File: src/rtl/reset_seq_pkg.sv
// Package: shared types and fixed constants of the reset sequencer.
// Assumes an 8-bit data path and a 16-bit address path.
package reset_seq_pkg;
    localparam int DATA_W = 8;
    localparam int ADDR_W = 16;

    // Sequencer phases
    typedef enum logic [2:0] {
        ST_START = 3'd0,
        ST_PUSH  = 3'd1,
        ST_VLO   = 3'd2,
        ST_VHI   = 3'd3,
        ST_RUN   = 3'd4
    } seq_state_t;

    // Write port register codes
    localparam logic [2:0] SEL_A = 3'd0;
    localparam logic [2:0] SEL_X = 3'd1;
    localparam logic [2:0] SEL_Y = 3'd2;
    localparam logic [2:0] SEL_S = 3'd3;
    localparam logic [2:0] SEL_P = 3'd4;
endpackage

File: src/rtl/reset_seq_fsm.sv
// Module: phase controller of the start-up sequence.
// Holds ST_START while either reset is low, then walks through PUSH_N
// push cycles, two vector reads, and parks in ST_RUN.
// Assumes synchronous active-low resets and PUSH_N >= 1.
module reset_seq_fsm
    import reset_seq_pkg::*;
#(
    parameter int PUSH_N = 3
) (
    input  logic       clk,
    input  logic       por_n,
    input  logic       rst_pin_n,
    output seq_state_t state
);
    localparam int CNT_W = $clog2(PUSH_N + 1);

    logic [CNT_W-1:0] push_cnt;

    // Advance the phase and the push counter
    always_ff @(posedge clk) begin
        if (!por_n || !rst_pin_n) begin
            state    <= ST_START;
            push_cnt <= '0;
        end else begin
            case (state)
                ST_START: begin
                    state    <= ST_PUSH;
                    push_cnt <= '0;
                end
                ST_PUSH: begin
                    if (push_cnt == CNT_W'(PUSH_N - 1)) begin
                        state <= ST_VLO;
                    end
                    push_cnt <= push_cnt + 1'b1;
                end
                ST_VLO:  state <= ST_VHI;
                ST_VHI:  state <= ST_RUN;
                default: state <= ST_RUN;
            endcase
        end
    end
endmodule

File: src/rtl/reset_seq_regs.sv
// Module: architectural register file (A, X, Y, S, P, PC).
// Applies cold values on power-on, sets the interrupt mask on a warm
// reset, lowers S once per push cycle, assembles PC from the vector
// bytes and accepts core writes only in ST_RUN.
// Assumes the phase input comes from reset_seq_fsm.
module reset_seq_regs
    import reset_seq_pkg::*;
#(
    parameter logic [DATA_W-1:0] P_COLD   = 8'h34,
    parameter logic [DATA_W-1:0] S_COLD   = 8'h00,
    parameter logic [DATA_W-1:0] IRQ_MASK = 8'h04
) (
    input  logic              clk,
    input  logic              por_n,
    input  logic              rst_pin_n,
    input  seq_state_t        state,
    input  logic [DATA_W-1:0] rd_data,
    input  logic              wr_en,
    input  logic [2:0]        wr_sel,
    input  logic [DATA_W-1:0] wr_data,
    output logic [DATA_W-1:0] reg_a,
    output logic [DATA_W-1:0] reg_x,
    output logic [DATA_W-1:0] reg_y,
    output logic [DATA_W-1:0] reg_s,
    output logic [DATA_W-1:0] reg_p,
    output logic [ADDR_W-1:0] pc
);
    logic [DATA_W-1:0] vec_lo;
    logic              core_wr;

    // A core write is honoured only once the sequence has finished
    always_comb core_wr = wr_en && (state == ST_RUN);

    // Data registers: cold clear, held on warm reset, else core writes
    always_ff @(posedge clk) begin
        if (!por_n) begin
            reg_a <= '0;
            reg_x <= '0;
            reg_y <= '0;
        end else if (rst_pin_n && core_wr) begin
            case (wr_sel)
                SEL_A:   reg_a <= wr_data;
                SEL_X:   reg_x <= wr_data;
                SEL_Y:   reg_y <= wr_data;
                default: ;
            endcase
        end
    end

    // Stack pointer: cold value, one decrement per masked push
    always_ff @(posedge clk) begin
        if (!por_n) begin
            reg_s <= S_COLD;
        end else if (rst_pin_n) begin
            if (state == ST_PUSH) begin
                reg_s <= reg_s - 1'b1;
            end else if (core_wr && wr_sel == SEL_S) begin
                reg_s <= wr_data;
            end
        end
    end

    // Status byte: cold value, mask bit forced on warm reset
    always_ff @(posedge clk) begin
        if (!por_n) begin
            reg_p <= P_COLD;
        end else if (!rst_pin_n) begin
            reg_p <= reg_p | IRQ_MASK;
        end else if (core_wr && wr_sel == SEL_P) begin
            reg_p <= wr_data;
        end
    end

    // Program counter: assembled from the two vector bytes
    always_ff @(posedge clk) begin
        if (!por_n) begin
            vec_lo <= '0;
            pc     <= '0;
        end else if (rst_pin_n) begin
            if (state == ST_VLO) begin
                vec_lo <= rd_data;
            end
            if (state == ST_VHI) begin
                pc <= {rd_data, vec_lo};
            end
        end
    end
endmodule

File: src/rtl/reset_seq_bus.sv
// Module: bus address and strobe generator for the sequence.
// Push cycles address the stack page at the current S and request a
// write that is blocked until ST_RUN; vector cycles read the vector pair.
// Assumes S is the live stack pointer from reset_seq_regs.
module reset_seq_bus
    import reset_seq_pkg::*;
#(
    parameter logic [ADDR_W-1:0] STACK_PAGE = 16'h0100,
    parameter logic [ADDR_W-1:0] VEC_ADDR   = 16'hFFFC
) (
    input  seq_state_t        state,
    input  logic [DATA_W-1:0] reg_s,
    output logic [ADDR_W-1:0] bus_addr,
    output logic              bus_rd,
    output logic              bus_wr
);
    logic wr_req;
    logic wr_block;

    // Address and strobe selection per phase
    always_comb begin
        bus_addr = '0;
        bus_rd   = 1'b0;
        wr_req   = 1'b0;
        case (state)
            ST_PUSH: begin
                bus_addr = STACK_PAGE | {{(ADDR_W-DATA_W){1'b0}}, reg_s};
                bus_rd   = 1'b1;
                wr_req   = 1'b1;
            end
            ST_VLO: begin
                bus_addr = VEC_ADDR;
                bus_rd   = 1'b1;
            end
            ST_VHI: begin
                bus_addr = VEC_ADDR + 1'b1;
                bus_rd   = 1'b1;
            end
            default: ;
        endcase
    end

    // Writes are blocked for the whole start-up sequence
    always_comb wr_block = (state != ST_RUN);
    always_comb bus_wr   = wr_req && !wr_block;
endmodule

File: src/rtl/reset_seq_snd.sv
// Module: clear strobes for the audio register file.
// Cold start clears enables, frame mode and voices; a warm reset clears
// only the enables. Strobes are registered one edge after the reset input.
module reset_seq_snd (
    input  logic clk,
    input  logic por_n,
    input  logic rst_pin_n,
    output logic snd_enable_clr,
    output logic snd_frame_clr,
    output logic snd_voice_clr
);
    // Register the strobes from the two reset inputs
    always_ff @(posedge clk) begin
        if (!por_n) begin
            snd_enable_clr <= 1'b1;
            snd_frame_clr  <= 1'b1;
            snd_voice_clr  <= 1'b1;
        end else begin
            snd_enable_clr <= !rst_pin_n;
            snd_frame_clr  <= 1'b0;
            snd_voice_clr  <= 1'b0;
        end
    end
endmodule

File: src/rtl/reset_seq.sv
// Module: top of the reset sequencer.
// Ties the phase controller, register file, bus generator and audio
// strobes together. Assumes por_n is pulsed low at least one edge at start.
module reset_seq
    import reset_seq_pkg::*;
#(
    parameter int                 PUSH_N     = 3,
    parameter logic [7:0]         P_COLD     = 8'h34,
    parameter logic [7:0]         S_COLD     = 8'h00,
    parameter logic [7:0]         IRQ_MASK   = 8'h04,
    parameter logic [15:0]        STACK_PAGE = 16'h0100,
    parameter logic [15:0]        VEC_ADDR   = 16'hFFFC
) (
    input  logic        clk,
    input  logic        por_n,
    input  logic        rst_pin_n,
    input  logic [7:0]  rd_data,
    input  logic        wr_en,
    input  logic [2:0]  wr_sel,
    input  logic [7:0]  wr_data,
    output logic [15:0] bus_addr,
    output logic        bus_rd,
    output logic        bus_wr,
    output logic [7:0]  reg_a,
    output logic [7:0]  reg_x,
    output logic [7:0]  reg_y,
    output logic [7:0]  reg_s,
    output logic [7:0]  reg_p,
    output logic [15:0] pc,
    output logic        ready,
    output logic        snd_enable_clr,
    output logic        snd_frame_clr,
    output logic        snd_voice_clr
);
    seq_state_t state;

    reset_seq_fsm #(.PUSH_N(PUSH_N)) u_fsm (
        .clk       (clk),
        .por_n     (por_n),
        .rst_pin_n (rst_pin_n),
        .state     (state)
    );

    reset_seq_regs #(
        .P_COLD   (P_COLD),
        .S_COLD   (S_COLD),
        .IRQ_MASK (IRQ_MASK)
    ) u_regs (
        .clk       (clk),
        .por_n     (por_n),
        .rst_pin_n (rst_pin_n),
        .state     (state),
        .rd_data   (rd_data),
        .wr_en     (wr_en),
        .wr_sel    (wr_sel),
        .wr_data   (wr_data),
        .reg_a     (reg_a),
        .reg_x     (reg_x),
        .reg_y     (reg_y),
        .reg_s     (reg_s),
        .reg_p     (reg_p),
        .pc        (pc)
    );

    reset_seq_bus #(
        .STACK_PAGE (STACK_PAGE),
        .VEC_ADDR   (VEC_ADDR)
    ) u_bus (
        .state    (state),
        .reg_s    (reg_s),
        .bus_addr (bus_addr),
        .bus_rd   (bus_rd),
        .bus_wr   (bus_wr)
    );

    reset_seq_snd u_snd (
        .clk            (clk),
        .por_n          (por_n),
        .rst_pin_n      (rst_pin_n),
        .snd_enable_clr (snd_enable_clr),
        .snd_frame_clr  (snd_frame_clr),
        .snd_voice_clr  (snd_voice_clr)
    );

    // Ready once the sequence has parked in the run phase
    always_comb ready = (state == ST_RUN);
endmodule

File: config.mk
export PLATFORM = sky130hd
export DESIGN_NAME = reset_seq
export DESIGN_NICKNAME = d
export VERILOG_FILES = /design/src/rtl/reset_seq_pkg.sv /design/src/rtl/reset_seq_fsm.sv /design/src/rtl/reset_seq_regs.sv /design/src/rtl/reset_seq_bus.sv /design/src/rtl/reset_seq_snd.sv /design/src/rtl/reset_seq.sv
export SDC_FILE = /design/constraint.sdc
export NUM_CORES = 1
export LEC_CHECK = 0
export ABC_AREA = 1
export CAP_MARGIN = 10
export CORE_ASPECT_RATIO = 1.1
export CORE_UTILIZATION = 43
export DETAILED_ROUTE_END_ITERATION = 10
export PLACE_DENSITY = 0.75
export SLEW_MARGIN = 15
export SYNTH_ARGS = -nofsm -noshare
export SYNTH_HDL_FRONTEND = slang
export SYNTH_SLANG_ARGS = --single-unit
export TNS_END_PERCENT = 30
File: constraint.sdc
create_clock -name clk -period 2.03 [get_ports clk]
set_input_delay 0.203 -clock clk [delete_from_list [all_inputs] [get_ports clk]]
set_output_delay 0.203 -clock clk [all_outputs]
set_load 0.1 [all_outputs]
=== Word-level counts from Yosys, hierarchy flattened ===
Cells that the tools add are included.

* Flip-flop bits (word level): 71
* Output and inout bits: 78
* Bits of input ports: 23

* Muxes and demuxes: 9
* Add/sub/neg operators: 2
* Reduce and logical (&&, ||, !) cells: 22
* Eq/ne operators: 11

{| class="wikitable"
|+ Operators with widths
! cell !! number
|-
| $pmux W16 S3 || 1
|-
| $mux W8 || 2
|-
| $reduce_and A2 Y1 || 8
|-
| $eq A3 B2 Y1 const B || 4
|-
| $pmux W3 S3 || 1
|-
| $sub A8 B1 Y8 const B || 1
|-
| $eq A3 B1 Y1 const B || 2
|-
| $eq A3 B3 Y1 const B || 2
|-
| $logic_not A3 Y1 || 2
|-
| $logic_and A1 B1 Y1 || 5
|-
| $pmux W2 S2 || 1
|-
| $reduce_bool A2 Y1 || 2
|-
| $logic_not A1 Y1 || 3
|-
| $mux W1 || 3
|-
| $mux W3 || 1
|-
| $ne A3 B3 Y1 const B || 1
|-
| $reduce_or A3 Y1 || 1
|-
| $add A2 B1 Y2 const B || 1
|-
| $eq A2 B2 Y1 const B || 1
|-
| $ne A2 B2 Y1 const B || 1
|-
| $logic_or A1 B1 Y1 || 1
|}

=== Longest topological paths before layout ===
Gate-level depths: netlist of the first run.

* Word-level depth: 5
* Depth in mapped cells: 9
* Gate-level depth less buffers: 8

=== Hierarchy ===
Synthesis of the first run repeated with hierarchy kept, for this count alone.

* Cells, all modules: 420
* Area, all modules: 3129.3 µm²

{| class="wikitable"
|+ Modules (own cells, without submodules)
! module !! times used !! area an instance (µm²) !! cells an instance
|-
| reset_seq_regs || 1 || 2652.5 || 348
|-
| reset_seq_fsm || 1 || 226.5 || 31
|-
| reset_seq_bus || 1 || 181.4 || 33
|-
| reset_seq_snd || 1 || 55.1 || 5
|-
| reset_seq || 1 || 13.8 || 3
|}

=== Least setup slack after synthesis of the first run ===
OpenSTA, ideal clock, no wires.

* Path kind: reg-to-output
* Start: register u_regs.reg_s[3]
* End: output port bus_addr[3]
* Cell stages (with the launch flop): 3
* Path slack: -1.511 ns
* Path buffers: 0
* Data arrival time: 3.338 ns
* Required time: 1.827 ns
* Cells stage by stage: dfxtp_1 > inv_1 > o21ai_0

* Longest elaborated chain between the ends: 1

{| class="wikitable"
|+ Ends and longest elaborated chain
! item !! RTL line !! RTL
|-
| start, declared || reset_seq_regs.sv:24 || <nowiki>output logic [DATA_W-1:0] reg_s,</nowiki>
|-
| start signal, assigned || reset_seq_regs.sv:56 || <nowiki>reg_s <= reg_s - 1'b1;</nowiki>
|-
| start signal, assigned || reset_seq_regs.sv:58 || <nowiki>reg_s <= wr_data;</nowiki>
|-
| $pmux W16 S3 || reset_seq_bus.sv:25 || <nowiki>case (state)</nowiki>
|-
| end, declared || reset_seq.sv:21 || <nowiki>output logic [15:0] bus_addr,</nowiki>
|}

No other way between the ends.

=== Worst setup path in the final report of the first run ===
* Start: register u_fsm.state[0]
* End: output port bus_addr[5]

* Longest elaborated chain between the ends: 2
* Elaborated cells on any way between the ends: 4

{| class="wikitable"
|+ Ends and longest elaborated chain
! item !! RTL line !! RTL
|-
| start, declared || reset_seq_fsm.sv:13 || <nowiki>output seq_state_t state</nowiki>
|-
| start signal, assigned || reset_seq_fsm.sv:22 || <nowiki>state <= ST_START;</nowiki>
|-
| start signal, assigned || reset_seq_fsm.sv:27 || <nowiki>state <= ST_PUSH;</nowiki>
|-
| start signal, assigned || reset_seq_fsm.sv:32 || <nowiki>state <= ST_VLO;</nowiki>
|-
| $eq A3 B2 Y1 / $eq A3 B1 Y1 (equally long branches) || reset_seq_bus.sv:25 ||
|-
| $pmux W16 S3 (*) || reset_seq_bus.sv:25 ||
|}

Every way passes the cells marked *; elsewhere a longest branch is shown, timed or not.

==> run summary, run 1 <==
Final HPWL from detailed placement - 5600 um
Final setup violation count - 0
Reg power frac - 0.474
Final ANT Viol Nets - 0
Drc violations - 0
DRT Pass-1 Iters - 4
Hold WS - 0.450 ns
Internal power - 0.00204 W
Post-synthesis area per instance - 7.50 um^2
RSZ-0062 raised after global routing - no
Fmax achieved - 524 MHz
Max FO, Critical Path - 24
Die width - 83.3 um
Post-Synthesis Cells - 417
Wire length per cell - 12.6 um
Final Skew - 0.00734 ns
Number of global-route vias before repair - 2,729
Leak - 1.94 nW
I/O pin count - 101
Worst reg2reg setup slack - 0.24 ns
Diode count - 0
Placed cell area - 0.00418 mm^2
Fin crit period - 1.91 ns
Syn Nets - 442
Layout cell share with drive strength beyond 1 - 0.270
CTS Sinks - 71
Die area - 0.00762 mm^2
Sw frac - 0.325
Clock latency on the worst-skew pair - 0.35 ns
Kind of critical path - reg -> out
Final nets - 534
H-tree depth - 3
Fin. Hold Viols - 0
Largest area contributor in the netlist - dfxtp_1
Top post-synthesis cells by area - dfxtp_1 (45%), nor2_1 (11%), o21ai_0 (8.8%)
Netlist cell types - 32
Clock power share - 0.337
Seq/Total Area, Yosys - 0.455
# port buffers - 99
Row cnt - 32
Reg2reg start - u_fsm.state[1]$_SDFFE_PN0P_
Cell area after synthesis - 0.00313 mm^2
Reg clk slew, reported paths - 0.08 ns
Worst path cell trace - nand2_8 > o21ai_1 > buf_12
Max-Cap Viols - 0
First-pass GRT wire length - 12,600 um
Slowest cell on the critical path - dfxtp_1
TritonCTS clock tree - done
Crit path largest cell delay - 0.65 ns
Area growth, synth to finish - 40.1%
Worst Hold Class - reg -> reg
Worst setup SP type - register
CP endpoint kind - output port
Rel. slew slack - 0.649
Combinational fraction of design power - 0.189
Yosys warns - 0
Routed vias - 2,966
Starting density of the core - 0.446
Die H - 91.4 um
Total chip power - 0.00303 W
GR Util met1 - 0.248
CP Data Arrival Time - 1.71 ns
Final clock period utilization by the worst path - 0.941
Post-layout util - 0.625
DRT iter0 DRCs - 171
Status - completed
Vias per cell - 4.95
Inserted Clock Buffers - 9
Core box area - 0.00701 mm^2
Hold buffers post-CTS - 0
Crit path capture - bus_addr[5]
Reg2reg end - u_regs.pc[13]$_SDFFE_PN0P_
Drt total wl - 7570 um
M3 GR Usage - 0.0700
Yosys top cell area share - 0.455
Largest net degree at the start of global routing - 33
Cell depth of the worst flop-to-flop path - 5
PwrDens - 691 mW/mm^2
Fin area - 0.00438 mm^2
Root buf cell - clkbuf_8
Met2 Usage GRT - 0.332
Net Sw Power - 0.000985 W
Final slew viol count - 0
Gr ovfl total - 0
Aggregate negative setup slack - 0 ns
Seq cells post-synth - 71
Worst-case vdd ir drop - 0.468 mV
Worst Setup SP - u_fsm.state[0]$_SDFFE_PN0P_
Tot GR Track Use - 0.207
GPL Wtd Cong - 0.830
Grt peak-use layer - met2
Worst-margin pin slew - 0.526 ns
Worst Hold Path Cells - 2
Clk buf depth - 2
Antenna violations before repair - 0
Crit path required time - 1.83 ns
==> sequential cells by signal, indices dropped and copies added (netlist names) <==
register / count
u_regs.vec_lo: 8
u_regs.reg_a: 8
u_regs.pc: 16
u_regs.reg_p: 8
u_fsm.push_cnt: 2
u_regs.reg_y: 8
u_regs.reg_x: 8
u_fsm.state: 3
u_regs.reg_s: 8
u_snd.snd_enable_clr: 1
u_snd.snd_frame_clr: 1
==> timing repair <==
action	CTS	global route
setup endpoints to repair	0	4
setup buffers	0	0
resized for setup	0	3
==> per-layer routing <==
| metal | share of wire | wire [um] | vias up |
|---|---|---|---|
| met4 | 0.021 | 161 | 0 |
| met1 | 0.44 | 3350 | 1348 |
| met2 | 0.47 | 3540 | 83 |
| met3 | 0.068 | 514 | 16 |
| li1 | - | - | 1519 |
| met5 | 0 | 0 | - |
==> power groups by stage <==
stage	logic, W	registers, W	clock network (W)
floorplan	0.000309	0.00155	0
CTS	0.000570	0.00143	0.00104
detailed placement	0.000568	0.00146	0
finish	0.000572	0.00143	0.00102
global route	0.000609	0.00144	0.00111
global placement	0.000563	0.00146	0
==> logic make-up after synthesis <==
group           Yosys count  share of synthesized area
compound gates           88                      0.146
fa+ha+maj                 2                    0.00800
other cells               1                    0.00120
simple gates            188                      0.284
flops                    71                      0.455
buf+inv                  67                      0.106
==> cells in the mapped netlist (all sizes together) <==
library cell and number:
or2 1, dfxtp 71, a21oi 25, nor2 101
o21ai 59, nand2 53, conb 1, nand4 2
ha 2, o22ai 1, nor3 3, buf 18
nand3b 1, a211oi 1, clkinv 3, nand3 27
o21a 1, inv 41, clkbuf 5, o31ai 1
==> how the worst min path moves through the flow <==
stage | from | endpoint | slack (ns)
4_1_cts | rd_data[6] | u_regs.vec_lo[6]$_SDFFE_PN0P_ | 0.44
2_1_floorplan | wr_data[2] | u_regs.reg_p[2]$_SDFFE_PN1P_ | 0.33
6_report | u_regs.pc[10]$_SDFFE_PN0P_ | u_regs.pc[10]$_SDFFE_PN0P_ | 0.45
5_1_grt | u_regs.pc[9]$_SDFFE_PN0P_ | u_regs.pc[9]$_SDFFE_PN0P_ | 0.47
3_5_place_dp | u_regs.pc[8]$_SDFFE_PN0P_ | u_regs.pc[8]$_SDFFE_PN0P_ | 0.44
3_3_place_gp | u_regs.pc[8]$_SDFFE_PN0P_ | u_regs.pc[8]$_SDFFE_PN0P_ | 0.44
==> worst max-delay path, delay by kind of cell (launching register included) <==
family / cells / cell delay [ns]
buffers and inverters: 1 / 0.21
AND/OR/NAND/NOR: 1 / 0.22
AO/OA/AOI/OAI: 1 / 0.27
flip-flops: 1 / 0.65
==> cells in the final DEF (no fill, tap or decap), types with 5 or more instances in the layout <==
| cell type | netlist | final |
|---|---|---|
| nand3_1 | 25 | 25 |
| o21ai_0 | 55 | 50 |
| inv_1 | 36 | 36 |
| buf_12 | 0 | 18 |
| clkdlybuf4s50_1 | 0 | 22 |
| clkbuf_8 | 0 | 9 |
| nand2_1 | 43 | 43 |
| buf_4 | 12 | 64 |
| nor2_1 | 90 | 90 |
| dfxtp_1 | 71 | 69 |
| inv_2 | 5 | 5 |
| o21ai_1 | 4 | 5 |
| nand2_2 | 5 | 5 |
| nor2_4 | 5 | 6 |
| a21oi_1 | 23 | 23 |
==> stage by stage <==
step,cells,setup WS [ns]
final,599,0.120
after global routing,599,0.0170
after CTS,599,0.0293
after detailed placement,583,0.291
after global placement,583,0.390
after floorplan,417,-0.723
==> cell type report <==
| cell class | instances | area [um^2] |
|---|---|---|
| Timing Repair Buffer | 104 | 1060 |
| Tap cell | 85 | 106 |
| Sequential cell | 71 | 1420 |
| Fill cell | 616 | 2630 |
| Clock buffer | 9 | 124 |
| Inverter | 44 | 180 |
| Clock inverter | 7 | 55.1 |
| Multi-Input combinational cell | 279 | 1430 |
(Power assumes the default switching activity.)
==> inputs of run 2 (changes only) <==
--- a/config.mk
+++ b/config.mk
@@ -6,7 +6,6 @@
 export NUM_CORES = 1
 export LEC_CHECK = 0
 export ABC_AREA = 1
-export CAP_MARGIN = 10
 export CORE_ASPECT_RATIO = 1.1
 export CORE_UTILIZATION = 43
 export DETAILED_ROUTE_END_ITERATION = 10
==> constraint.sdc (replaced) <==
create_clock -name clk -period 2.1 [get_ports clk]
set_input_delay 0.21 -clock clk [delete_from_list [all_inputs] [get_ports clk]]
set_output_delay 0.21 -clock clk [all_outputs]
set_load 0.1 [all_outputs]
==> run 2 against run 1 <==
Against the previous run:
- global-route usage shrank 0.12 points
- sequential power shrank 3%
- die area is the same
- cell count is the same
- register-to-register slack gained 0.13 ns
- non-clock buffer count is the same
==> run summary, run 2 (synthesis gave the netlist of run 1 again) <==
Worst-margin pin slew - 0.546 ns
Antenna violations before repair - 0
Diode count - 0
Number of global-route vias before repair - 2,747
Rel. slew slack - 0.635
Hold buffers post-CTS - 0
Worst-case vdd ir drop - 0.426 mV
# port buffers - 99
PwrDens - 691 mW/mm^2
CTS Sinks - 71
RSZ-0062 raised after global routing - no
First-pass GRT wire length - 12,500 um
Drc violations - 0
Layout cell share with drive strength beyond 1 - 0.263
Max-Cap Viols - 0
Reg2reg start - u_fsm.state[1]$_SDFFE_PN0P_
Core box area - 0.00701 mm^2
Vias per cell - 4.94
Fmax achieved - 507 MHz
Area growth, synth to finish - 39.6%
Max reg flops - 16
Inserted Clock Buffers - 9
Final slew viol count - 0
Die width - 83.3 um
Wire length per cell - 12.6 um
Biggest register - u_regs.pc
Commonest non-fill, non-tap cells in the layout - nor2_1 (90), dfxtp_1 (71), buf_4 (65)
Starting density of the core - 0.446
Gr ovfl total - 0
Fin. Hold Viols - 0
Status - completed
DRT iter0 DRCs - 173
Final nets - 534
Final clock period utilization by the worst path - 0.940
Worst path cell trace - nor2_2 > nand2_4 > o21ai_1 > buf_12
Fin crit period - 1.97 ns
Crit path required time - 1.89 ns
Final ANT Viol Nets - 0
Worst Hold Path Cells - 2
DRT Pass-1 Iters - 4
Reg clk slew, reported paths - 0.08 ns
Worst setup SP type - register
Clk buf depth - 2
Post-CTS Setup Inserts - 0
Final HPWL from detailed placement - 5650 um
Reg2reg end - u_regs.pc[4]$_SDFFE_PN0P_
Tot GR Track Use - 0.205
Drt total wl - 7560 um
Hold EP - u_regs.pc[11]$_SDFFE_PN0P_
CP Data Arrival Time - 1.76 ns
Row cnt - 32
Cts repair resizes - 0
Final setup violation count - 0
Largest net degree at the start of global routing - 33
GPL Wtd Cong - 0.858
Crit path largest cell delay - 0.40 ns
CP endpoint kind - output port
Slowest cell on the critical path - dfxtp_1
Die area - 0.00762 mm^2
Stages on worst setup path - 4
TritonCTS clock tree - done
CP top delay family - simple AND/OR/NAND/NOR gates
Worst reg2reg setup slack - 0.37 ns
Post-layout util - 0.623
Root buf cell - clkbuf_8
Total chip power - 0.00302 W
H-tree depth - 3
Final Skew - 0.00585 ns
Routed vias - 2,958
Die H - 91.4 um
Max FO, Critical Path - 24
Worst Path Buf+Inv - 1
Worst Hold Class - reg -> reg
Worst Min Path Start - u_regs.pc[11]$_SDFFE_PN0P_
Placed cell area - 0.00417 mm^2
Commonest non-fill, non-tap cell in the layout - nor2_1
Kind of critical path - reg -> out
Cell depth of the worst flop-to-flop path - 5
I/O pin count - 101
Clock latency on the worst-skew pair - 0.34 ns
Fin area - 0.00436 mm^2
Leak - 1.94 nW
## run 2: worst min-delay path: stages (launching register included)
cell and delay (ns):
dfxtp_1 0.31, inv_1 0.05, a21oi_1 0.05
## run 2: final cells by class
cell class	instances	area, um^2
clock inverter	6	68.8
fill	637	2640
sequential	71	1420
tap	85	106
inverter	44	180
multi-input combinational	279	1410
clock buffer	10	128
timing repair buffer	104	1050
## run 2: stage by stage
| stage | worst slack, ns | hold WS, ns | cells | TNS, ns |
|---|---|---|---|---|
| after floorplan | -0.660 | 0.336 | 417 | -2.70 |
| after global placement | 0.412 | 0.435 | 583 | 0 |
| after detailed placement | 0.384 | 0.435 | 583 | 0 |
| after CTS | 0.115 | 0.451 | 599 | 0 |
| after global routing | 0.0591 | 0.476 | 599 | 0 |
| final | 0.126 | 0.447 | 599 | 0 |
## run 2: report_power, final
part	switching (W)	internal (W)	leakage (nW)
Clock	0.000529	0.000557	0.0973
Sequential	0.0000202	0.00136	0.574
Combinational	0.000380	0.000168	1.27
Total	0.000929	0.00209	1.94
## run 2: worst max-delay path by stage
stage,start,endpoint
finish,u_fsm.state[2]$_SDFFE_PN0P_,bus_addr[6]
global route,u_fsm.state[1]$_SDFFE_PN0P_,bus_addr[6]
CTS,u_fsm.state[1]$_SDFFE_PN0P_,bus_addr[6]
detailed placement,rst_pin_n,u_regs.pc[8]$_SDFFE_PN0P_
global placement,rst_pin_n,u_regs.pc[4]$_SDFFE_PN0P_
floorplan,u_regs.reg_s[5]$_SDFFE_PN0P_,bus_addr[5]
## run 2: metal layers
layer	track usage	part of all wire	vias to the layer above	wire length, um
met5	0	0	-	0
met4	0.0963	0.020	0	151
met3	0.0609	0.070	13	529
met2	0.337	0.48	90	3610
met1	0.246	0.43	1337	3270
li1	-	-	1518	-
